File: src/rtl/mdio_cmd_pkg.sv
package mdio_cmd_pkg;
  localparam int unsigned PHY_W       = 5;
  localparam int unsigned REG_W       = 5;
  localparam int unsigned DATA_W      = 16;
  localparam int unsigned PREAMBLE_W  = 32;
  localparam int unsigned FRAME_BITS  = PREAMBLE_W + 2 + 2 + PHY_W + REG_W + 2 + DATA_W;
  localparam int unsigned BIT_IDX_W   = $clog2(FRAME_BITS);
  // first bit index that a read leaves undriven (turnaround)
  localparam int unsigned RD_REL_BIT  = FRAME_BITS - DATA_W - 2;
  localparam int unsigned RD_DATA_BIT = FRAME_BITS - DATA_W;

  typedef enum logic {
    OP_WRITE = 1'b0,
    OP_READ  = 1'b1
  } mdio_op_e;

  typedef struct packed {
    mdio_op_e              op;
    logic [PHY_W-1:0]      phy;
    logic [REG_W-1:0]      regad;
    logic [DATA_W-1:0]     wdata;
  } mdio_cmd_t;

  function automatic logic [FRAME_BITS-1:0] build_frame(mdio_cmd_t c);
    logic [1:0] opc;
    opc = (c.op == OP_READ) ? 2'b10 : 2'b01;
    return {{PREAMBLE_W{1'b1}}, 2'b01, opc, c.phy, c.regad, 2'b10, c.wdata};
  endfunction
endpackage

File: src/rtl/mdio_mdc_gen.sv
module mdio_mdc_gen #(
  parameter int unsigned DIV = 4
) (
  input  logic clk_i,
  input  logic rst_ni,
  input  logic start_i,
  input  logic run_i,
  output logic mdc_o,
  output logic rise_o,
  output logic bit_end_o
);
  localparam int unsigned HALF  = DIV / 2;
  localparam int unsigned CNT_W = (DIV > 2) ? $clog2(DIV) : 1;
  localparam logic [CNT_W-1:0] LAST     = CNT_W'(DIV - 1);
  localparam logic [CNT_W-1:0] PRE_RISE = CNT_W'(HALF - 1);
  localparam logic [CNT_W-1:0] HALF_C   = CNT_W'(HALF);

  logic [CNT_W-1:0] cnt_q, cnt_d;
  logic             mdc_q;

  always_comb begin
    cnt_d = cnt_q;
    if (start_i)     cnt_d = '0;
    else if (run_i)  cnt_d = (cnt_q == LAST) ? '0 : cnt_q + CNT_W'(1);
  end

  always_ff @(posedge clk_i or negedge rst_ni) begin
    if (!rst_ni) begin
      cnt_q <= '0;
      mdc_q <= 1'b0;
    end else begin
      cnt_q <= cnt_d;
      mdc_q <= run_i && !start_i && (cnt_d >= HALF_C);
    end
  end

  assign mdc_o     = mdc_q;
  assign rise_o    = run_i && (cnt_q == PRE_RISE);
  assign bit_end_o = run_i && (cnt_q == LAST);


  mdc_idle_low_chk: assert property (@(posedge clk_i) disable iff (!rst_ni)
    !run_i |-> !mdc_o);

  mdc_rise_window_chk: assert property (@(posedge clk_i) disable iff (!rst_ni)
    rise_o |=> mdc_o);
endmodule

File: src/rtl/mdio_frame_shift.sv
module mdio_frame_shift
  import mdio_cmd_pkg::*;
(
  input  logic              clk_i,
  input  logic              rst_ni,
  input  logic              start_i,
  input  mdio_cmd_t         cmd_i,
  input  logic              rise_i,
  input  logic              bit_end_i,
  input  logic              mdio_i,
  output logic              busy_o,
  output logic              mdio_o,
  output logic              mdio_oe_o,
  output logic              done_o,
  output mdio_op_e          done_op_o,
  output logic [DATA_W-1:0] capt_o
);
  localparam logic [BIT_IDX_W-1:0] LAST_BIT = BIT_IDX_W'(FRAME_BITS - 1);
  localparam logic [BIT_IDX_W-1:0] REL_BIT  = BIT_IDX_W'(RD_REL_BIT);
  localparam logic [BIT_IDX_W-1:0] DAT_BIT  = BIT_IDX_W'(RD_DATA_BIT);

  logic                   busy_q;
  mdio_op_e               op_q;
  logic [FRAME_BITS-1:0]  frame_q;
  logic [BIT_IDX_W-1:0]   bit_q;
  logic [DATA_W-1:0]      capt_q;

  always_ff @(posedge clk_i or negedge rst_ni) begin
    if (!rst_ni) begin
      busy_q  <= 1'b0;
      op_q    <= OP_WRITE;
      frame_q <= '1;
      bit_q   <= '0;
      capt_q  <= '1;
    end else if (start_i) begin
      busy_q  <= 1'b1;
      op_q    <= cmd_i.op;
      frame_q <= build_frame(cmd_i);
      bit_q   <= '0;
      capt_q  <= '1;
    end else if (busy_q) begin
      if (rise_i && op_q == OP_READ && bit_q >= DAT_BIT)
        capt_q <= {capt_q[DATA_W-2:0], mdio_i};
      if (bit_end_i) begin
        frame_q <= {frame_q[FRAME_BITS-2:0], 1'b1};
        bit_q   <= bit_q + BIT_IDX_W'(1);
        if (bit_q == LAST_BIT) busy_q <= 1'b0;
      end
    end
  end

  assign busy_o    = busy_q;
  assign mdio_o    = busy_q ? frame_q[FRAME_BITS-1] : 1'b1;
  assign mdio_oe_o = busy_q && !(op_q == OP_READ && bit_q >= REL_BIT);
  assign done_o    = busy_q && bit_end_i && (bit_q == LAST_BIT);
  assign done_op_o = op_q;
  assign capt_o    = capt_q;


  no_restart_chk: assert property (@(posedge clk_i) disable iff (!rst_ni)
    busy_q |-> !start_i);

  done_ends_frame_chk: assert property (@(posedge clk_i) disable iff (!rst_ni)
    done_o |=> !busy_o);
endmodule

File: src/rtl/mdio_cmd_engine.sv
module mdio_cmd_engine
  import mdio_cmd_pkg::*;
#(
  parameter int unsigned MDC_DIV = 4
) (
  input  logic        clk_i,
  input  logic        rst_ni,
  input  logic        cmd_wr_i,
  input  logic [31:0] cmd_data_i,
  output logic [31:0] status_o,
  output logic        mdc_o,
  output logic        mdio_o,
  output logic        mdio_oe_o,
  input  logic        mdio_i
);
  localparam int unsigned CMD_PHY_LSB = 0;
  localparam int unsigned CMD_REG_LSB = 8;
  localparam int unsigned CMD_WR_BIT  = 13;
  localparam int unsigned CMD_RD_BIT  = 14;
  localparam int unsigned CMD_DAT_LSB = 16;

  logic              req_rd, req_wr, start;
  mdio_cmd_t         cmd;
  logic              busy, rise, bit_end, done;
  mdio_op_e          done_op;
  logic [DATA_W-1:0] capt;
  logic              wr_done_q, rd_rdy_q;
  logic [DATA_W-1:0] rd_data_q;

  assign req_rd = cmd_data_i[CMD_RD_BIT];
  assign req_wr = cmd_data_i[CMD_WR_BIT];
  assign start  = cmd_wr_i && !busy && (req_rd || req_wr);

  always_comb begin
    cmd.op    = req_rd ? OP_READ : OP_WRITE;
    cmd.phy   = cmd_data_i[CMD_PHY_LSB +: PHY_W];
    cmd.regad = cmd_data_i[CMD_REG_LSB +: REG_W];
    cmd.wdata = cmd_data_i[CMD_DAT_LSB +: DATA_W];
  end

  mdio_mdc_gen #(.DIV(MDC_DIV)) u_mdc (
    .clk_i     (clk_i),
    .rst_ni    (rst_ni),
    .start_i   (start),
    .run_i     (busy),
    .mdc_o     (mdc_o),
    .rise_o    (rise),
    .bit_end_o (bit_end)
  );

  mdio_frame_shift u_shift (
    .clk_i     (clk_i),
    .rst_ni    (rst_ni),
    .start_i   (start),
    .cmd_i     (cmd),
    .rise_i    (rise),
    .bit_end_i (bit_end),
    .mdio_i    (mdio_i),
    .busy_o    (busy),
    .mdio_o    (mdio_o),
    .mdio_oe_o (mdio_oe_o),
    .done_o    (done),
    .done_op_o (done_op),
    .capt_o    (capt)
  );

  always_ff @(posedge clk_i or negedge rst_ni) begin
    if (!rst_ni) begin
      wr_done_q <= 1'b0;
      rd_rdy_q  <= 1'b0;
      rd_data_q <= '1;
    end else if (start) begin
      if (cmd.op == OP_READ) begin
        rd_rdy_q  <= 1'b0;
        rd_data_q <= '1;
      end else begin
        wr_done_q <= 1'b0;
      end
    end else if (done) begin
      if (done_op == OP_READ) begin
        rd_rdy_q  <= 1'b1;
        rd_data_q <= capt;
      end else begin
        wr_done_q <= 1'b1;
      end
    end
  end

  assign status_o = {rd_data_q, 14'b0, rd_rdy_q, wr_done_q};


  rd_clear_chk: assert property (@(posedge clk_i) disable iff (!rst_ni)
    (start && req_rd) |=> (!status_o[1] && status_o[31:16] == 16'hFFFF));

  wr_clear_chk: assert property (@(posedge clk_i) disable iff (!rst_ni)
    (start && !req_rd) |=> !status_o[0]);

  flag_set_chk: assert property (@(posedge clk_i) disable iff (!rst_ni)
    (done && done_op == OP_WRITE) |=> status_o[0]);

  busy_ignore_chk: assert property (@(posedge clk_i) disable iff (!rst_ni)
    (busy && cmd_wr_i && !done) |=> $stable(status_o));

  idle_release_chk: assert property (@(posedge clk_i) disable iff (!rst_ni)
    !busy |-> !mdio_oe_o);
endmodule

File: config.mk
export PLATFORM = sky130hd
export DESIGN_NAME = mdio_cmd_engine
export DESIGN_NICKNAME = d
export VERILOG_FILES = /design/src/rtl/mdio_cmd_pkg.sv /design/src/rtl/mdio_mdc_gen.sv /design/src/rtl/mdio_frame_shift.sv /design/src/rtl/mdio_cmd_engine.sv
export SDC_FILE = /design/constraint.sdc
export NUM_CORES = 1
export LEC_CHECK = 0
export BUFFER_PORTS_ARGS = -buffer_cell sky130_fd_sc_hd__buf_4
export CORE_MARGIN = 4
export CORE_UTILIZATION = 45
export CTS_CLUSTER_SIZE = 10
export DETAILED_ROUTE_END_ITERATION = 8
export GPL_TIMING_DRIVEN = 0
export PLACE_DENSITY = 0.68
export SYNTH_ARGS = -nofsm -noshare
export SYNTH_HDL_FRONTEND = slang
export SYNTH_SLANG_ARGS = --single-unit
File: constraint.sdc
create_clock -name clk_i -period 1.8 [get_ports clk_i]
set_input_delay 0.36 -clock clk_i [delete_from_list [all_inputs] [get_ports clk_i]]
set_output_delay 0.36 -clock clk_i [all_outputs]
set_load 0.1 [all_outputs]
# Word-level counts from Yosys, hierarchy flattened
# Cells that the tools add are included.
# totals
reg_bits	109
input_bits	36
# op_classes
addsub	2
magnitude_cmp	3
eq_ne	6
mux	31
reduce_logical	25
# ops
op	count
$mux 64	3
$mux 16	7
$mux 6	3
$mux 1	14
$ge 6x6->1 const B	2
$logic_and 1x1->1	12
$reduce_bool 2->1	5
$mux 2	4
$add 6x1->6 const B	1
$eq 6x6->1 const B	1
$reduce_and 3->1	2
$ne 2x2->1 const B	2
$reduce_and 2->1	2
$logic_not 1->1	3
$add 2x1->2 const B	1
$eq 2x1->1 const B	1
$eq 2x2->1 const B	1
$ge 2x2->1 const B	1
$ne 2x1->1 const B	1
$logic_or 1x1->1	1

# Depth between registers and ports, before layout
# logic_depth
word_depth	7
mapped_depth	8
mapped_depth_nobuf	6

# Hierarchy
# A second synthesis with hierarchy kept.
# unflattened
cells_unflattened	462
area_unflattened_um2	5011.1
# by_module_without_submodules
module	n_inst	cells_each	area_each_um2	seq_area_each_um2
mdio_frame_shift	1	379	3973.8	2302.2
mdio_cmd_engine	1	68	878.3	470.5
mdio_mdc_gen	1	15	158.9	75.1

# Least setup slack after synthesis
# OpenSTA, ideal clock, no wires.
# synth_path
path_kind	register to output
from	register u_shift.bit_q[3]
to	output mdio_oe_o
t_arrival_ns	2.185
t_required_ns	1.440
setup_slack_ns	-0.745
path_stages_with_launch	3
n_path_buf	0
path_cell_list	dfrtp_1 > a31o_2 > a31oi_1
# synth_via
elab_chain_cells	4
# synth_lines
element	line_no	text
start: declaration	mdio_frame_shift.sv:25	logic [BIT_IDX_W-1:0] bit_q;
start signal: assignment	mdio_frame_shift.sv:46	bit_q <= bit_q + BIT_IDX_W'(1);
$ge 6x6->1	mdio_frame_shift.sv:54	assign mdio_oe_o = busy_q && !(op_q == OP_READ && bit_q >= REL_BIT);
$logic_and 1x1->1	mdio_frame_shift.sv:54	
$logic_not 1->1	mdio_frame_shift.sv:54	
$logic_and 1x1->1	mdio_frame_shift.sv:54	
end: declaration	mdio_cmd_engine.sv:13	output logic mdio_oe_o,
# Every way passes these cells.

# Worst setup path after layout
# layout_path
from	register u_shift.bit_q[1]
to	output mdio_oe_o
# Same word-level chain as after synthesis.

==> impl_results.md <==
- Worst EP arrival: around 1500 ps
- Hold Slack: 127 ps
- Final GP Congestion: around 0.8
- Fin util: 0.565
- DR pass1 iterations: 5
- Buf+Inv Stages, Crit Path: 1
- Synth Area in Compound Gates: 0.0926
- Area grow syn2layout: 20.4%
- CTS tree: yes
- Final Hold Fails: 0
- Routed len/inst: 13.7 um
- Final HPWL DP: 6260 um
- Fin nets: 589
- Max-slew headroom at the worst pin: 0.371
- Clk sink count: 109
- DRC viols: 0
- Fmax: 550 MHz
- Clock skew: 14.9 ps
- Core area: 0.00991 mm^2
- H-tree depth: 3
- Gate Count Post-Synth: 467
- Final Critical Period: 1820 ps
- Synth warn: 0
- Placed insts: 665
- CP startpoint kind: flop
- Pwr dens: 2050 mW/mm^2
- Number of cells on the worst reg-to-reg path: 6
- Die W: 110 um
- Synth Register Bits: 109
- First-pass GRT wire length: 15600 um
- Standard-cell rows: 36
- Mapped Area: between 0.004 and 0.005 mm^2
- Max VDD drop: 1.37 mV
- Share of cells above drive strength 1: 0.400
- Antenna viol nets, final: 0
- Final period util: 1.01
- Synth cell types: 36
- GRT overflow: 0
- Fillers: 910
- Vias in the first global route: 3293
- RSZ-0062 raised after global routing: true
- Worst-margin pin slew: 943 ps
- Via-to-Cell Ratio: between 4 and 5
- Mux cell area share after synthesis: 0.00215
- Synth Area in Simple Gates: 0.219
- Setup crit end kind: primary output
- CP Max Fanout: 4
- Drt total wl: roughly 9400 um
- Cell family with most CP delay: compound AO/OA/AOI/OAI gates
- Endpoints failing setup: 6
- Vias: 3412
- Largest family of logic cells by synthesized area: simple AND/OR/NAND/NOR gates
- TritonCTS Buffers: 9
- Register area share after synthesis: 0.612
- Syn avg cell area: approximately 10 um^2
- Synth Area in XOR/XNOR: 0.00942
- CP cell instances: a31o_2 > a31oi_4 > buf_12
- Skew-Pair Late Insertion Delay: around 370 ps
- Kind of critical path: reg2out
- # IOs: around 70
- Max Root-Sink Buffers: 2
- Reg2reg start: u_shift.bit_q[1]
- Largest net degree at the start of global routing: 110
- GRT Overall Usage: 0.163
- CTS root buf: clkbuf_8
- Status: complete, but fails checks
- Fin area: ~0.0056 mm^2
- Max incr delay on CP: 430 ps
- Initial Utilization: 0.469
- Max Slew Vio Count: 0
- Worst setup margin: -16.6 ps
- Synthesized-area fraction occupied by adder cells: 0.00807
- Critical-path top delay cell: dfrtp_1
- Initial antenna violation count: 0
- Port buffer count: 52
- Area after DPL: 0.00527 mm^2
- LEAKAGE: between 0.002 and 0.003 uW
- Antenna diodes: 0
- Fin cells: 688
- Hold WC Path Type: in2async
- Max Cap Viol: 0
- Die Ht: between 100 and 150 um
- First DRT Iteration DRCs: 152
- Setup TNS: -54.6 ps
- Clk pin slew, worst setup/hold paths: 100 ps
- Failing checks: negative setup slack
- RR Endpoint: rd_data_q[12]
- Reg2reg setup slack: -10 ps
- Worst EP required: roughly 1400 ps
- Die area: approximately 0.012 mm^2
-- worst reg2reg max path: stages (launching register included) --
cell and delay [ps]:
dfrtp_1 410, ha_2 230, nand3_2 80, or4_4 500, a21oi_4 220, buf_6 170, o22a_1 150
-- registers in the layout, indices dropped and copies added (netlist names) --
signal             cells
rd_rdy_q               1
u_mdc.cnt_q            2
u_shift.frame_q       64
u_shift.done_op_o      1
u_mdc.mdc_o            1
u_shift.bit_q          6
u_shift.capt_o        16
wr_done_q              1
u_shift.busy_o         1
rd_data_q             16
-- cells in the mapped netlist, drive strengths merged --
cell type	count	area, um^2
nand4	2	12.5
a31oi	2	12.5
or4	1	11.3
clkbuf	27	101
nor2	7	26.3
nor2b	1	6.26
and3b	1	8.76
a31o	2	17.5
and3	1	6.26
a22oi	25	188
a21oi	6	41.3
nand3	53	265
and2	2	12.5
mux2i	1	10.0
or2	3	18.8
o21ai	3	15.0
or3	1	6.26
xor2	3	26.3
xnor2	2	17.5
o22a	16	140
inv	4	15.0
a21boi	1	7.51
ha	3	37.5
dfstp	96	2520
dfrtp	13	325
or2b	1	7.51
nor3	1	5.00
buf	19	140
o32ai	1	8.76
nand2	168	633
conb	1	3.75
-- how the worst max path moves through the flow --
stage / to / cells past startpoint / start
global route: rd_data_q[14] / 6 / u_shift.bit_q[0]
detailed placement: u_shift.frame_q[11] / 7 / u_mdc.cnt_q[0]
finish: mdio_oe_o / 3 / u_shift.bit_q[1]
CTS: mdio_oe_o / 3 / u_shift.bit_q[1]
floorplan: u_shift.frame_q[10] / 7 / u_mdc.cnt_q[0]
global placement: u_shift.frame_q[23] / 7 / u_mdc.cnt_q[0]
-- metal layers --
| metal | vias up | track usage | routed length, um |
|---|---|---|---|
| met1 | 1648 | 0.227 | 4430 |
| met4 | 0 | 0.0472 | 41 |
| met3 | 2 | 0.0423 | 536 |
| met2 | 74 | 0.251 | 4420 |
| li1 | 1688 | - | - |
| met5 | - | 0 | 0 |
-- what timing repair did --
action / in CTS / in global routing
resized for setup: 17 / 17
gates cloned: 0 / 0
setup buffers: 2 / 8
endpoints found under the setup margin: 87 / 70
hold buffers: 0 / 0
pin swaps: 3 / 6
-- cells in the final DEF (no fill, tap or decap), types with 2 or more instances in the layout --
cell type  count
xnor2_1        2
a22oi_1       25
or2_2          3
nand2_1      167
clkbuf_8       9
a31o_2         2
o22a_1        16
dfrtp_1       12
xor2_1         3
buf_6          3
o21ai_0        3
a21oi_1        4
ha_2           2
conb_1        14
nand3_1       52
nor2_1         7
a21oi_4        2
dfstp_2       96
inv_6          2
clkbuf_1      10
clkbuf_2      14
nand4_1        2
buf_4         75
inv_1          4
-- kinds of logic after synthesis --
group	after synthesis
buf+inv	50
mux	1
flops	109
compound gates	56
other cells	1
xor+xnor	5
simple gates	242
fa+ha+maj	3
-- layout make-up --
type	count	area, um^2	area share
buffer	43	251	0.0449
timing repair buffer	62	485	0.0867
multi-input combinational	321	1630	0.292
inverter	4	15.0	0.00268
tap	133	166	0.0297
sequential	109	2850	0.509
clock inverter	6	70.1	0.0125
clock buffer	10	128	0.0228
-- report_power, final --
part	internal [uW]	total, uW	switching, uW
combinational	1510	4920	3410
clock	658	1490	830
sequential	4320	5070	744
-- per-stage QoR --
stage	total power [uW]	setup WS [ps]
global placement	9400	-334
detailed placement	9580	-383
CTS	11200	-29.6
global route	12200	-81.8
floorplan	8510	97.1
finish	11500	-16.6
(Power assumes the default switching activity.)
